[config.mk]
export PLATFORM = sky130hd
export DESIGN_NAME = dbgwire_frame_engine
export DESIGN_NICKNAME = d
export VERILOG_FILES = /design/src/rtl/dbgwire_pkg.sv /design/src/rtl/dbgwire_strobe_gen.sv /design/src/rtl/dbgwire_frame_seq.sv /design/src/rtl/dbgwire_frame_engine.sv
export SDC_FILE = /design/constraint.sdc
export NUM_CORES = 1
export LEC_CHECK = 0
export ABC_CLOCK_PERIOD_IN_PS = 3600
export BUFFER_PORTS_ARGS = -buffer_cell sky130_fd_sc_hd__buf_4
export CORE_UTILIZATION = 47
export CTS_CLUSTER_DIAMETER = 50
export DETAILED_ROUTE_END_ITERATION = 6
export PLACE_DENSITY_LB_ADDON = 0.1
export SYNTH_ARGS = -nofsm -noshare
export SYNTH_HDL_FRONTEND = slang
export SYNTH_SLANG_ARGS = --single-unit
[constraint.sdc]
create_clock -name clk -period 3.6 [get_ports clk]
set_clock_uncertainty 0.2 [all_clocks]
set_input_delay 0.72 -clock clk [delete_from_list [all_inputs] [get_ports clk]]
set_output_delay 0.72 -clock clk [all_outputs]
set_load 0.1 [all_outputs]
[src/rtl/dbgwire_pkg.sv]
// Shared types for the two-wire debug port frame engine.
package dbgwire_pkg;

    // Instruction codes; the two bits are sent on the wire bit 0 first.
    typedef enum logic [1:0] {
        OP_DREAD  = 2'b00,
        OP_DWRITE = 2'b01,
        OP_AREAD  = 2'b10,
        OP_AWRITE = 2'b11
    } dw_op_e;

    // Frame sequencer states.
    typedef enum logic [3:0] {
        SQ_IDLE,
        SQ_RST,
        SQ_START,
        SQ_INS,
        SQ_LEN,
        SQ_TXB,
        SQ_RXB,
        SQ_WAIT,
        SQ_GAP,
        SQ_STOP
    } dw_state_e;

    // Strobe generator phases.
    typedef enum logic [1:0] {
        PH_IDLE,
        PH_LOW,
        PH_HIGH
    } dw_phase_e;

endpackage

[src/rtl/dbgwire_strobe_gen.sv]
// Clock strobe generator.
// Produces one high-low-high pulse per go request. A short pulse lasts
// LOW_CYC low then HIGH_CYC high; a long pulse (reset) lasts LONG_LOW_CYC
// low then LONG_HIGH_CYC high. fin is high in the last high cycle.
// Assumes go arrives only while no pulse is in progress; all counts >= 1.
module dbgwire_strobe_gen
    import dbgwire_pkg::*;
#(
    parameter int LOW_CYC       = 125,
    parameter int HIGH_CYC      = 125,
    parameter int LONG_LOW_CYC  = 3125,
    parameter int LONG_HIGH_CYC = 125
) (
    input  logic clk,
    input  logic rst_n,
    input  logic go,
    input  logic long_sel,
    output logic ck,
    output logic fin
);

    localparam int MAX_A = (LOW_CYC > HIGH_CYC) ? LOW_CYC : HIGH_CYC;
    localparam int MAX_B = (LONG_LOW_CYC > LONG_HIGH_CYC) ? LONG_LOW_CYC : LONG_HIGH_CYC;
    localparam int MAX_C = (MAX_A > MAX_B) ? MAX_A : MAX_B;
    localparam int CW    = $clog2(MAX_C + 1);

    localparam logic [CW-1:0] LD_LOW   = CW'(LOW_CYC - 1);
    localparam logic [CW-1:0] LD_HIGH  = CW'(HIGH_CYC - 1);
    localparam logic [CW-1:0] LD_LLOW  = CW'(LONG_LOW_CYC - 1);
    localparam logic [CW-1:0] LD_LHIGH = CW'(LONG_HIGH_CYC - 1);

    dw_phase_e     phase;
    logic [CW-1:0] cnt;
    logic          long_q;
    logic          ck_q;

    // Phase sequencing and per-phase cycle counting.
    always_ff @(posedge clk) begin
        if (!rst_n) begin
            phase  <= PH_IDLE;
            cnt    <= '0;
            long_q <= 1'b0;
            ck_q   <= 1'b1;
        end else begin
            case (phase)
                PH_IDLE: begin
                    if (go) begin
                        phase  <= PH_LOW;
                        ck_q   <= 1'b0;
                        long_q <= long_sel;
                        cnt    <= long_sel ? LD_LLOW : LD_LOW;
                    end
                end
                PH_LOW: begin
                    if (cnt == '0) begin
                        phase <= PH_HIGH;
                        ck_q  <= 1'b1;
                        cnt   <= long_q ? LD_LHIGH : LD_HIGH;
                    end else begin
                        cnt <= cnt - 1'b1;
                    end
                end
                PH_HIGH: begin
                    if (cnt == '0) begin
                        phase <= PH_IDLE;
                    end else begin
                        cnt <= cnt - 1'b1;
                    end
                end
                default: phase <= PH_IDLE;
            endcase
        end
    end

    // Completion flag for the sequencer.
    always_comb begin
        fin = (phase == PH_HIGH) && (cnt == '0);
    end

    assign ck = ck_q;

endmodule

[src/rtl/dbgwire_frame_seq.sv]
// Frame sequencer.
// Walks a request through START, instruction, length, byte, wait and STOP
// steps, asking the strobe generator for one strobe per step and updating
// the data line only while the clock is high. Samples din after each strobe.
// Assumes din is already synchronised and settles within one strobe.
module dbgwire_frame_seq
    import dbgwire_pkg::*;
#(
    parameter int WAIT_LIMIT   = 20,
    parameter int WAIT_GAP_CYC = 125
) (
    input  logic       clk,
    input  logic       rst_n,
    input  logic       start,
    input  logic       start_rst,
    input  dw_op_e     start_op,
    input  logic [7:0] start_data,
    output logic       idle,
    output logic       sg_go,
    output logic       sg_long,
    input  logic       sg_fin,
    input  logic       din,
    output logic       dat_out,
    output logic       dat_oe,
    output logic       done,
    output logic       err,
    output logic [7:0] rdata
);

    localparam int WCW = $clog2(WAIT_LIMIT + 1);
    localparam int GCW = $clog2(WAIT_GAP_CYC + 1);
    localparam logic [WCW-1:0] W_LAST = WCW'(WAIT_LIMIT - 1);
    localparam logic [GCW-1:0] G_LOAD = GCW'(WAIT_GAP_CYC - 1);

    dw_state_e      state;
    dw_op_e         op_q;
    logic [7:0]     shreg;
    logic [2:0]     bcnt;
    logic [WCW-1:0] wcnt;
    logic [GCW-1:0] gcnt;
    logic           launch;
    logic           long_q;
    logic           dout_q;
    logic           doe_q;
    logic           done_q;
    logic           err_q;
    logic [7:0]     rdata_q;
    logic           is_read;

    // Read frames return the shifted byte.
    always_comb begin
        is_read = (op_q == OP_DREAD) || (op_q == OP_AREAD);
    end

    // Frame step sequencing, data line control and result capture.
    always_ff @(posedge clk) begin
        if (!rst_n) begin
            state   <= SQ_IDLE;
            op_q    <= OP_DREAD;
            shreg   <= '0;
            bcnt    <= '0;
            wcnt    <= '0;
            gcnt    <= '0;
            launch  <= 1'b0;
            long_q  <= 1'b0;
            dout_q  <= 1'b0;
            doe_q   <= 1'b0;
            done_q  <= 1'b0;
            err_q   <= 1'b0;
            rdata_q <= '0;
        end else begin
            launch <= 1'b0;
            done_q <= 1'b0;
            err_q  <= 1'b0;
            case (state)
                SQ_IDLE: begin
                    if (start) begin
                        launch <= 1'b1;
                        doe_q  <= 1'b0;
                        if (start_rst) begin
                            state  <= SQ_RST;
                            long_q <= 1'b1;
                        end else begin
                            state  <= SQ_START;
                            long_q <= 1'b0;
                            op_q   <= start_op;
                            shreg  <= start_data;
                        end
                    end
                end
                SQ_RST: begin
                    if (sg_fin) begin
                        state   <= SQ_IDLE;
                        long_q  <= 1'b0;
                        done_q  <= 1'b1;
                        rdata_q <= '0;
                    end
                end
                SQ_START: begin
                    if (sg_fin) begin
                        state  <= SQ_INS;
                        bcnt   <= '0;
                        doe_q  <= 1'b1;
                        dout_q <= op_q[0];
                        launch <= 1'b1;
                    end
                end
                SQ_INS: begin
                    if (sg_fin) begin
                        launch <= 1'b1;
                        bcnt   <= '0;
                        if (bcnt == 3'd0) begin
                            bcnt   <= 3'd1;
                            dout_q <= op_q[1];
                        end else if (!op_q[1]) begin
                            state  <= SQ_LEN;
                            dout_q <= 1'b0;
                        end else if (op_q == OP_AWRITE) begin
                            state  <= SQ_TXB;
                            dout_q <= shreg[0];
                        end else begin
                            state <= SQ_RXB;
                            doe_q <= 1'b0;
                        end
                    end
                end
                SQ_LEN: begin
                    if (sg_fin) begin
                        launch <= 1'b1;
                        bcnt   <= '0;
                        if (bcnt == 3'd0) begin
                            bcnt <= 3'd1;
                        end else if (op_q == OP_DWRITE) begin
                            state  <= SQ_TXB;
                            dout_q <= shreg[0];
                        end else begin
                            state <= SQ_WAIT;
                            doe_q <= 1'b0;
                            wcnt  <= '0;
                        end
                    end
                end
                SQ_TXB: begin
                    if (sg_fin) begin
                        launch <= 1'b1;
                        if (bcnt == 3'd7) begin
                            doe_q <= 1'b0;
                            wcnt  <= '0;
                            state <= (op_q == OP_AWRITE) ? SQ_STOP : SQ_WAIT;
                        end else begin
                            bcnt   <= bcnt + 3'd1;
                            shreg  <= {1'b0, shreg[7:1]};
                            dout_q <= shreg[1];
                        end
                    end
                end
                SQ_RXB: begin
                    if (sg_fin) begin
                        launch <= 1'b1;
                        shreg  <= {din, shreg[7:1]};
                        if (bcnt == 3'd7) begin
                            state <= SQ_STOP;
                        end else begin
                            bcnt <= bcnt + 3'd1;
                        end
                    end
                end
                SQ_WAIT: begin
                    if (sg_fin) begin
                        if (din) begin
                            launch <= 1'b1;
                            bcnt   <= '0;
                            state  <= (op_q == OP_DWRITE) ? SQ_STOP : SQ_RXB;
                        end else if (wcnt == W_LAST) begin
                            state   <= SQ_IDLE;
                            done_q  <= 1'b1;
                            err_q   <= 1'b1;
                            rdata_q <= '0;
                        end else begin
                            wcnt  <= wcnt + 1'b1;
                            gcnt  <= G_LOAD;
                            state <= SQ_GAP;
                        end
                    end
                end
                SQ_GAP: begin
                    if (gcnt == '0) begin
                        state  <= SQ_WAIT;
                        launch <= 1'b1;
                    end else begin
                        gcnt <= gcnt - 1'b1;
                    end
                end
                SQ_STOP: begin
                    if (sg_fin) begin
                        state   <= SQ_IDLE;
                        done_q  <= 1'b1;
                        rdata_q <= is_read ? shreg : 8'h00;
                    end
                end
                default: state <= SQ_IDLE;
            endcase
        end
    end

    assign idle    = (state == SQ_IDLE);
    assign sg_go   = launch;
    assign sg_long = long_q;
    assign dat_out = dout_q;
    assign dat_oe  = doe_q;
    assign done    = done_q;
    assign err     = err_q;
    assign rdata   = rdata_q;

endmodule

[src/rtl/dbgwire_frame_engine.sv]
// Two-wire debug port frame engine, top level.
// Gates the command port on idle and clock enable, synchronises the data
// input, and joins the frame sequencer to the strobe generator.
// Assumes SYNC_STAGES < LOW_CYC + HIGH_CYC so a bit settles within a strobe.
module dbgwire_frame_engine
    import dbgwire_pkg::*;
#(
    parameter int LOW_CYC      = 125,
    parameter int HIGH_CYC     = 125,
    parameter int RST_LOW_CYC  = 3125,
    parameter int RST_HIGH_CYC = 125,
    parameter int WAIT_LIMIT   = 20,
    parameter int WAIT_GAP_CYC = 125,
    parameter int SYNC_STAGES  = 2
) (
    input  logic       clk,
    input  logic       rst_n,
    input  logic       access_en,
    input  logic       req_valid,
    output logic       req_ready,
    input  logic       req_reset,
    input  logic [1:0] req_op,
    input  logic [7:0] req_data,
    output logic       done,
    output logic       err,
    output logic [7:0] rdata,
    output logic       ck_out,
    output logic       ck_oe,
    output logic       dat_out,
    output logic       dat_oe,
    input  logic       dat_in
);

    logic                   ck_oe_q;
    logic                   seq_idle;
    logic                   sg_go;
    logic                   sg_long;
    logic                   sg_fin;
    logic                   accept;
    logic [SYNC_STAGES-1:0] sync_q;

    // Clock enable lags access_en by a cycle; the clock idles high.
    always_ff @(posedge clk) begin
        if (!rst_n) begin
            ck_oe_q <= 1'b0;
        end else begin
            ck_oe_q <= access_en;
        end
    end

    // Data input synchroniser chain.
    generate
        for (genvar g = 0; g < SYNC_STAGES; g++) begin : g_sync
            always_ff @(posedge clk) begin
                if (!rst_n) begin
                    sync_q[g] <= 1'b0;
                end else if (g == 0) begin
                    sync_q[g] <= dat_in;
                end else begin
                    sync_q[g] <= sync_q[(g == 0) ? 0 : g - 1];
                end
            end
        end
    endgenerate

    // Request gating.
    always_comb begin
        req_ready = seq_idle && ck_oe_q;
        accept    = req_valid && req_ready;
    end

    dbgwire_frame_seq #(
        .WAIT_LIMIT   (WAIT_LIMIT),
        .WAIT_GAP_CYC (WAIT_GAP_CYC)
    ) u_seq (
        .clk        (clk),
        .rst_n      (rst_n),
        .start      (accept),
        .start_rst  (req_reset),
        .start_op   (dw_op_e'(req_op)),
        .start_data (req_data),
        .idle       (seq_idle),
        .sg_go      (sg_go),
        .sg_long    (sg_long),
        .sg_fin     (sg_fin),
        .din        (sync_q[SYNC_STAGES-1]),
        .dat_out    (dat_out),
        .dat_oe     (dat_oe),
        .done       (done),
        .err        (err),
        .rdata      (rdata)
    );

    dbgwire_strobe_gen #(
        .LOW_CYC       (LOW_CYC),
        .HIGH_CYC      (HIGH_CYC),
        .LONG_LOW_CYC  (RST_LOW_CYC),
        .LONG_HIGH_CYC (RST_HIGH_CYC)
    ) u_sg (
        .clk      (clk),
        .rst_n    (rst_n),
        .go       (sg_go),
        .long_sel (sg_long),
        .ck       (ck_out),
        .fin      (sg_fin)
    );

    assign ck_oe = ck_oe_q;

endmodule

==> flow_metrics.tcl, run 1 <==
set metrics [dict create \
    cp-start-kind "register" \
    postCtsSetupRepairBufs 0 \
    ir_worst_vdd_mv 0.201 \
    track_usage_pct 24.8 \
    h-tree-depth 3 \
    path_clk_slew_ns 0.07 \
    dp_slack_ns 0.738 \
    cts_buffer_depth 2 \
    clk_latency_ns 0.35 \
    place_area_mm2 0.00402 \
    crit_type "reg2reg" \
    required_ns 3.67 \
    vias 3649 \
    syn2layout_area_growth_pct 13.1 \
    coreArea_mm2 0.00773 \
    drt_first_pass_iters 5 \
    hold_viol 0 \
    worst_pin_slew_ns 0.782 \
    synth_ff_type "dfxtp_1" \
    antenna_found_initial 0 \
    yosysWarningCount 0 \
    synth.distinct_cells 65 \
    synth_edf_count 0 \
    grt_pass1_vias 3397 \
    tns_ns 0 \
    p_leak_nw 1.52 \
    power_density_mw_per_mm2 536 \
    end_kind "register" \
    avgSynthCellArea_um2 7.99 \
    synthTopCellsByArea "dfxtp_1 33%, a21oi_1 6.7%, o21ai_0 4.0%" \
    cts_tree "done" \
    initial_core_util_pct 48.4 \
    finalSetupViolations 0 \
    synth_top_area_share_pct 32.6 \
    synth_cells 468 \
    wirelength_um 9840 \
    rows 32 \
    cap_violations 0 \
    hold_path.class "reg2reg" \
    grt_pass1_wl_um 16700 \
    async_flop_share_pct 0 \
    slowest_delay_ns 0.80 \
    synthesis.nets 495 \
    post-synth-top-count-cell "dfxtp_1" \
    place.gp.congestion 0.965 \
    cpMaxStageDelayCell "dfxtp_1" \
    slew_violations 0 \
    die_w_um 91.2 \
    cts_sinks 61 \
    crit_fanout 22 \
    final_nets 514 \
    status "finished, final reports clean" \
    yosysSeqAreaShare_pct 32.6 \
    postCtsHoldBufs 0 \
    hpwl_um 6860 \
    cts_root_buffer "clkbuf_8" \
    synth_top_cell_by_area "dfxtp_1" \
    yosys-top-cells-count "61 x dfxtp_1, 50 x a21oi_1, 38 x nand2_1, 37 x nor2_1, 30 x o21ai_0" \
    drt_iter0_drc 405 \
    drc 0 \
    numCtsBuffers 9 \
    clock.fmax_mhz 339 \
    portBuffers 30 \
    viasPerCell 6.14 \
    floorplan.die_area_mm2 0.00832 \
    layout_min_cycle_time_ns 2.95 \
    grt_max_degree 24 \
    grt_overflow_total 0 \
    die_y_um 91.2 \
    drt.antenna.violating_nets 0 \
    diodes 0 \
    pin_count 31 \
    relSlewSlack_pct 47.5 \
    drive_gt1_share_pct 14.0 \
    wl_per_cell_um 16.6 \
    reg2reg_slack_ns 0.65 \
    cts_resized 0 \
    fill_cells 743 \
    syn_area_mm2 0.00374 \
    path_cells "buf_4 -> nor3b_1 -> a22oi_1 -> o2111ai_1 -> or4_1 -> a21oi_1" \
    cp.arrival_ns 3.02 \
    rsz0062_at_grt "false" \
    worst_slack_ns 0.646 \
    design_area_mm2 0.00423 \
    fin_crit_sh_pct 82.1 \
    ys_seq_elements 61 \
]
==> stage by stage <==
| step | hold WS [ns] | power (W) | util [%] | instances |
|---|---|---|---|---|
| finish | 0.259 | 0.00227 | 54.8 | 594 |
| global route | 0.286 | 0.00240 | 54.8 | 594 |
| CTS | 0.262 | 0.00226 | 54.8 | 594 |
| detailed placement | 0.245 | 0.00162 | 52.1 | 578 |
| global placement | 0.229 | 0.00161 | 52.1 | 578 |
| floorplan | 0.212 | 0.00144 | - | 468 |
==> logic make-up after synthesis <==
| logic type | after synthesis | synth area share (%) |
|---|---|---|
| xor+xnor | 6 | 1.40 |
| fa+ha+maj | 11 | 3.68 |
| mux | 12 | 3.24 |
| simple gates | 183 | 28.3 |
| buf+inv | 45 | 4.82 |
| flops | 61 | 32.6 |
| compound gates | 150 | 25.9 |
==> final timing paths <==
| path | cells past startpoint | startpoint | endpoint |
|---|---|---|---|
| max | 6 | u_seq.state[1]$_SDFFE_PN0P_ | u_seq.wcnt[3]$_SDFFE_PN0P_ |
| min | 2 | u_seq.rdata[4]$_SDFFE_PN0P_ | u_seq.rdata[4]$_SDFFE_PN0P_ |
| max reg2reg | 6 | u_seq.state[1]$_SDFFE_PN0P_ | u_seq.wcnt[3]$_SDFFE_PN0P_ |
| min reg2reg | 2 | u_seq.rdata[4]$_SDFFE_PN0P_ | u_seq.rdata[4]$_SDFFE_PN0P_ |
==> cell type report <==
cell class	count	area (µm²)	area share (%)
Sequential cell	61	1220	28.9
Multi-Input combinational cell	362	2340	55.3
Clock inverter	5	58.8	1.39
Clock buffer	11	151	3.58
Tap cell	102	128	3.02
Inverter	17	63.8	1.51
Timing Repair Buffer	36	270	6.38
==> power breakdown <==
group | switching, W | total [W] | internal, W | leakage (nW)
combinational | 0.000507 | 0.000796 | 0.000288 | 0.922
sequential | 0.0000919 | 0.000828 | 0.000736 | 0.494
clock | 0.000287 | 0.000644 | 0.000357 | 0.102
total | 0.000887 | 0.00227 | 0.00138 | 1.52
==> layout by cell type (no fill, tap or decap), types with 6 or more instances in the layout <==
master / synthesis / layout
a211oi_1: 11 / 11
a21oi_1: 50 / 50
a31oi_1: 10 / 10
and2_1: 9 / 9
buf_4: 0 / 36
clkbuf_8: 0 / 11
dfxtp_1: 61 / 61
ha_1: 11 / 11
inv_1: 17 / 17
mux2i_1: 11 / 11
nand2_1: 38 / 38
nand2b_1: 6 / 6
nand3_1: 16 / 16
nand4_1: 6 / 6
nor2_1: 37 / 37
nor2b_1: 8 / 8
nor3_1: 11 / 11
nor3b_1: 6 / 6
o21a_1: 6 / 6
o21ai_0: 30 / 30
or4_1: 9 / 9
==> worst max-delay path, delay by kind of cell (launching register included) <==
family                 cells  cell delay (ns)
flip-flops                 1             0.80
buffers and inverters      1             0.34
AO/OA/AOI/OAI              3             0.80
AND/OR/NAND/NOR            2             0.72
==> registers in the layout, summed over array words and instances (netlist names) <==
signal         cells
u_seq.dat_out      1
u_seq.gcnt         7
u_seq.bcnt         3
u_seq.done         1
u_sg.cnt          12
u_seq.dat_oe       1
u_seq.sg_long      1
u_seq.op_q         2
u_sg.phase         2
u_seq.shreg        8
ck_oe              1
u_seq.rdata        8
u_seq.wcnt         5
u_seq.state        4
u_seq.err          1
u_seq.sg_go        1
u_sg.ck            1
sync_q             2
==> per-layer routing <==
| layer | vias to the layer above | wire length, µm | share of wire, % | track usage (%) |
|---|---|---|---|---|
| met1 | 1724 | 4770 | 48 | 33.9 |
| met4 | 0 | 170 | 1.7 | 9.39 |
| li1 | 1771 | - | - | - |
| met2 | 138 | 4370 | 44 | 39.2 |
| met5 | - | 0 | 0 | 0 |
| met3 | 16 | 527 | 5.4 | 3.69 |
(Power assumes the default switching activity.)
==> run 2, diff against run 1 <==
- ABC_CLOCK_PERIOD_IN_PS: 3600 -> 2600
- clock period: 3.6 -> 2.6 ns (I/O delays scaled with it)
==> flow_metrics.tcl, run 2 (same netlist as run 1, synthesis figures left out) <==
set metrics [dict create \
    hold_viol 0 \
    final_nets 542 \
    busiest_layer "met2" \
    end_kind "output port" \
    grt_pass1_wl_um 16700 \
    postCtsHoldBufs 0 \
    slew_violations 0 \
    use_met3_pct 3.52 \
    clockPowerShare_pct 26.8 \
    p_seq_share_pct 35.1 \
    netSwitchingFraction_pct 39.4 \
    pin_count 31 \
    fill_cells 735 \
    relSlewSlack_pct 67.1 \
    portBuffers 30 \
    comb_power_share_pct 38.1 \
    drt_first_pass_iters 5 \
    coreArea_mm2 0.00773 \
    grt_pass1_vias 3410 \
    diodes 0 \
    crit_fanout 13 \
    hold_start "dat_in" \
    h-tree-depth 3 \
    cp.arrival_ns 1.81 \
    fin_crit_sh_pct 97.4 \
    met2_usage_pct 37.6 \
    die_y_um 91.2 \
    cts_sinks 61 \
    clock.fmax_mhz 395 \
    worstReg2RegStart "u_seq.state[1]$_SDFFE_PN0P_" \
    dp_slack_ns 0.136 \
    numCtsBuffers 9 \
    rsz0062_at_grt "false" \
    tns_ns 0 \
    initial_core_util_pct 48.4 \
    final_cell_mix "64 x buf_4, 61 x dfxtp_1, 50 x a21oi_1, 38 x nand2_1, 36 x nor2_1" \
    floorplan.die_area_mm2 0.00832 \
    cts_tree "done" \
    ir_worst_vdd_mv 0.256 \
    worst_slack_ns 0.0665 \
    required_ns 1.88 \
    setup.worst_path.start "u_seq.state[0]$_SDFFE_PN0P_" \
    viasPerCell 5.99 \
    vias 3728 \
    cts_buffer_depth 2 \
    drc 0 \
    regMostFlops "u_sg.cnt" \
    reg2regPathDepth 6 \
    die_w_um 91.2 \
    finalSetupViolations 0 \
    worst_pin_slew_ns 0.492 \
    final_core_util_pct 57.4 \
    wl_per_cell_um 15.8 \
    dp_cells 605 \
    syn2layout_area_growth_pct 18.6 \
    grt_overflow_total 0 \
    cts_root_buffer "clkbuf_8" \
    place.gp.congestion 0.910 \
    track_usage_pct 24.8 \
    hold_path.class "in2reg" \
    drt_iter0_drc 270 \
    final_common_cell "buf_4" \
    holdPathStages 2 \
    p_int_w 0.00196 \
    path_clk_slew_ns 0.07 \
    largest_register_ffs 12 \
    layout_min_cycle_time_ns 2.53 \
    rows 32 \
    grt_max_degree 23 \
    final_cells 622 \
    cp-start-kind "register" \
    drive_gt1_share_pct 19.0 \
    hpwl_um 7060 \
    antenna_found_initial 0 \
    wirelength_um 9820 \
    power_density_mw_per_mm2 727 \
    crit_type "reg2out" \
    cap_violations 0 \
    use_met1_pct 35.5 \
    total_power_w 0.00323 \
    p_leak_nw 1.66 \
    power_switching_w 0.00127 \
    drt.antenna.violating_nets 0 \
    status "finished, final reports clean" \
    clk_latency_ns 0.35 \
]
[run 2: layout make-up]
class	count	area, µm²	area share (%)
Timing Repair Buffer	64	480	10.8
Clock buffer	9	124	2.79
Inverter	17	63.8	1.44
Tap cell	102	128	2.88
Sequential cell	61	1220	27.5
Clock inverter	7	75.1	1.69
Multi-Input combinational cell	362	2350	52.9
[run 2: timing repair]
item	CTS	global route
buffers inserted	0	1
gates resized for setup	0	2
endpoints found under the setup margin	0	6
hold endpoints to repair	0	0
[run 2: worst max-delay path, stage by stage, from the launching register on]
cell     delay (ns)
dfxtp_1        0.47
buf_4          0.27
nor2_2         0.24
and3_2         0.21
buf_4          0.28
[run 2: stage by stage]
| step | hold slack [ns] | cell area (µm²) |
|---|---|---|
| after floorplan | 0.212 | 3740 |
| after global placement | 0.231 | 4230 |
| after detailed placement | 0.227 | 4230 |
| after CTS | 0.179 | 4430 |
| after global routing | 0.179 | 4440 |
| final | 0.180 | 4440 |
[run 2: power groups by stage]
| stage | clock network [W] | registers, W | logic, W |
|---|---|---|---|
| finish | 0.000865 | 0.00113 | 0.00123 |
| global route | 0.000923 | 0.00115 | 0.00134 |
| CTS | 0.000875 | 0.00113 | 0.00121 |
| detailed placement | 0 | 0.00115 | 0.00121 |
| global placement | 0 | 0.00115 | 0.00120 |
| floorplan | 0 | 0.00117 | 0.000823 |
[run 2: worst paths after layout]
check | end | slack (ns)
worst min-delay path | sync_q[0]$_SDFF_PN0_ | 0.18
worst max register to register | u_seq.dat_oe$_SDFFE_PN0P_ | 0.17
worst max-delay path | req_ready | 0.07
worst min register to register | sync_q[1]$_SDFF_PN0_ | 0.25
[run 2: per-layer routing]
| metal | vias to the layer above | wire (µm) |
|---|---|---|
| li1 | 1827 | - |
| met1 | 1772 | 4840 |
| met2 | 117 | 4300 |
| met3 | 12 | 531 |
| met4 | 0 | 141 |
| met5 | - | 0 |
==> run 3, diff against run 2 <==
- ABC_CLOCK_PERIOD_IN_PS: 2600 -> 3200
- clock period: 2.6 -> 3.2 ns (I/O delays scaled with it)
==> flow_metrics.tcl, run 3 (same netlist as run 1, synthesis figures left out) <==
set metrics [dict create \
    status "finished, final reports clean" \
    cts_root_buffer "clkbuf_8" \
    syn2layout_area_growth_pct 14.1 \
    regMostFlops "u_sg.cnt" \
    relSlewSlack_pct 43.5 \
    layout_min_cycle_time_ns 2.72 \
    tns_ns 0 \
    cts_resized 0 \
    clock.fmax_mhz 368 \
    cts_tree "done" \
    grt_overflow_total 0 \
    final_common_cell "dfxtp_1" \
    drc 0 \
    cp.arrival_ns 2.79 \
    numCtsBuffers 9 \
    crit_fanout 10 \
    postCtsSetupRepairBufs 0 \
    required_ns 3.28 \
    power_density_mw_per_mm2 597 \
    holdPathEnd "sync_q[1]$_SDFF_PN0_" \
    largest_register_ffs 12 \
    portBuffers 30 \
    cap_violations 0 \
    cts_buffer_depth 2 \
    hold_start "sync_q[0]$_SDFF_PN0_" \
    rows 32 \
    crit_type "reg2reg" \
    diodes 0 \
    place_area_mm2 0.00407 \
    rsz0062_at_grt "false" \
    viasPerCell 6.09 \
    place.gp.congestion 0.927 \
    holdPathStages 1 \
    fin_crit_sh_pct 85.0 \
    worst_pin_slew_ns 0.847 \
    drt_iter0_drc 226 \
    final_core_util_pct 55.3 \
    initial_core_util_pct 48.4 \
    slew_violations 0 \
    wirelength_um 9990 \
    h-tree-depth 3 \
    worstReg2RegStart "u_seq.bcnt[0]$_SDFFE_PN0P_" \
    final_nets 519 \
    vias 3649 \
    path_clk_slew_ns 0.07 \
    coreArea_mm2 0.00773 \
    final_cell_mix "61 x dfxtp_1, 50 x a21oi_1, 40 x buf_4, 38 x nand2_1, 37 x nor2_1" \
    reg2reg_to "u_seq.wcnt[4]$_SDFFE_PN0P_" \
    pin_count 31 \
    cp-start-kind "register" \
    die_w_um 91.2 \
    drt_first_pass_iters 5 \
    grt_pass1_wl_um 16600 \
    antenna_found_initial 0 \
    die_y_um 91.2 \
    reg2reg_slack_ns 0.48 \
    p_leak_nw 1.55 \
    ir_worst_vdd_mv 0.211 \
    hold_viol 0 \
    reg2regPathDepth 7 \
    floorplan.die_area_mm2 0.00832 \
    grt_pass1_vias 3304 \
    hpwl_um 7070 \
    finalSetupViolations 0 \
    postCtsHoldBufs 0 \
    drive_gt1_share_pct 14.9 \
    track_usage_pct 24.9 \
    grt_max_degree 25 \
    clk_latency_ns 0.36 \
    end_kind "register" \
    fill_cells 744 \
    hold_path.class "reg2reg" \
    design_area_mm2 0.00427 \
    drt.antenna.violating_nets 0 \
    wl_per_cell_um 16.7 \
    cts_sinks 61 \
]
[run 3: routing by layer]
metal | routed length [µm] | GRT usage, % | part of all wire [%]
met1 | 4890 | 35.7 | 49
met2 | 4310 | 36.5 | 43
met3 | 586 | 4.10 | 5.9
met4 | 214 | 11.1 | 2.1
met5 | 0 | 0 | 0
[run 3: how the worst max path moves through the flow]
stage | from | cells past startpoint | slack (ns) | endpoint
CTS | u_seq.gcnt[0]$_SDFFE_PN0P_ | 7 | 0.51 | u_seq.gcnt[3]$_SDFFE_PN0P_
global placement | u_seq.gcnt[0]$_SDFFE_PN0P_ | 7 | 0.53 | u_seq.gcnt[6]$_SDFFE_PN0P_
finish | u_seq.bcnt[0]$_SDFFE_PN0P_ | 7 | 0.48 | u_seq.wcnt[4]$_SDFFE_PN0P_
global route | u_seq.state[2]$_SDFFE_PN0P_ | 4 | 0.21 | u_seq.wcnt[4]$_SDFFE_PN0P_
detailed placement | u_seq.gcnt[0]$_SDFFE_PN0P_ | 7 | 0.52 | u_seq.gcnt[6]$_SDFFE_PN0P_
floorplan | ck_oe$_SDFF_PN0_ | 1 | 0.46 | req_ready
[run 3: power by group]
part	switching (W)	internal (W)	total, W
Sequential	0.000106	0.000828	0.000934
Clock	0.000343	0.000363	0.000706
Combinational	0.000575	0.000335	0.000910
[run 3: metrics by stage]
| step | std cells | setup slack, ns | hold WS [ns] | power, W |
|---|---|---|---|---|
| after floorplan | 468 | 0.460 | 0.212 | 0.00162 |
| after global placement | 583 | 0.532 | 0.222 | 0.00182 |
| after detailed placement | 583 | 0.522 | 0.239 | 0.00184 |
| after CTS | 599 | 0.506 | 0.259 | 0.00254 |
| after global routing | 599 | 0.208 | 0.283 | 0.00270 |
| final | 599 | 0.481 | 0.253 | 0.00255 |
[run 3: worst max-delay path: stages, from the launching register on]
cell,delay (ns)
dfxtp_1,0.40
ha_1,0.18
ha_1,0.25
nor3b_1,0.11
a22oi_1,0.34
o2111ai_1,0.41
or4_1,0.61
a21oi_1,0.14
[run 3: layout make-up]
class	count	area [µm²]	share of cell area, %
Multi-Input combinational cell	362	2340	54.8
Sequential cell	61	1220	28.6
Timing Repair Buffer	41	320	7.50
Tap cell	102	128	2.99
Clock buffer	9	124	2.90
Clock inverter	7	73.8	1.73
Inverter	17	63.8	1.49
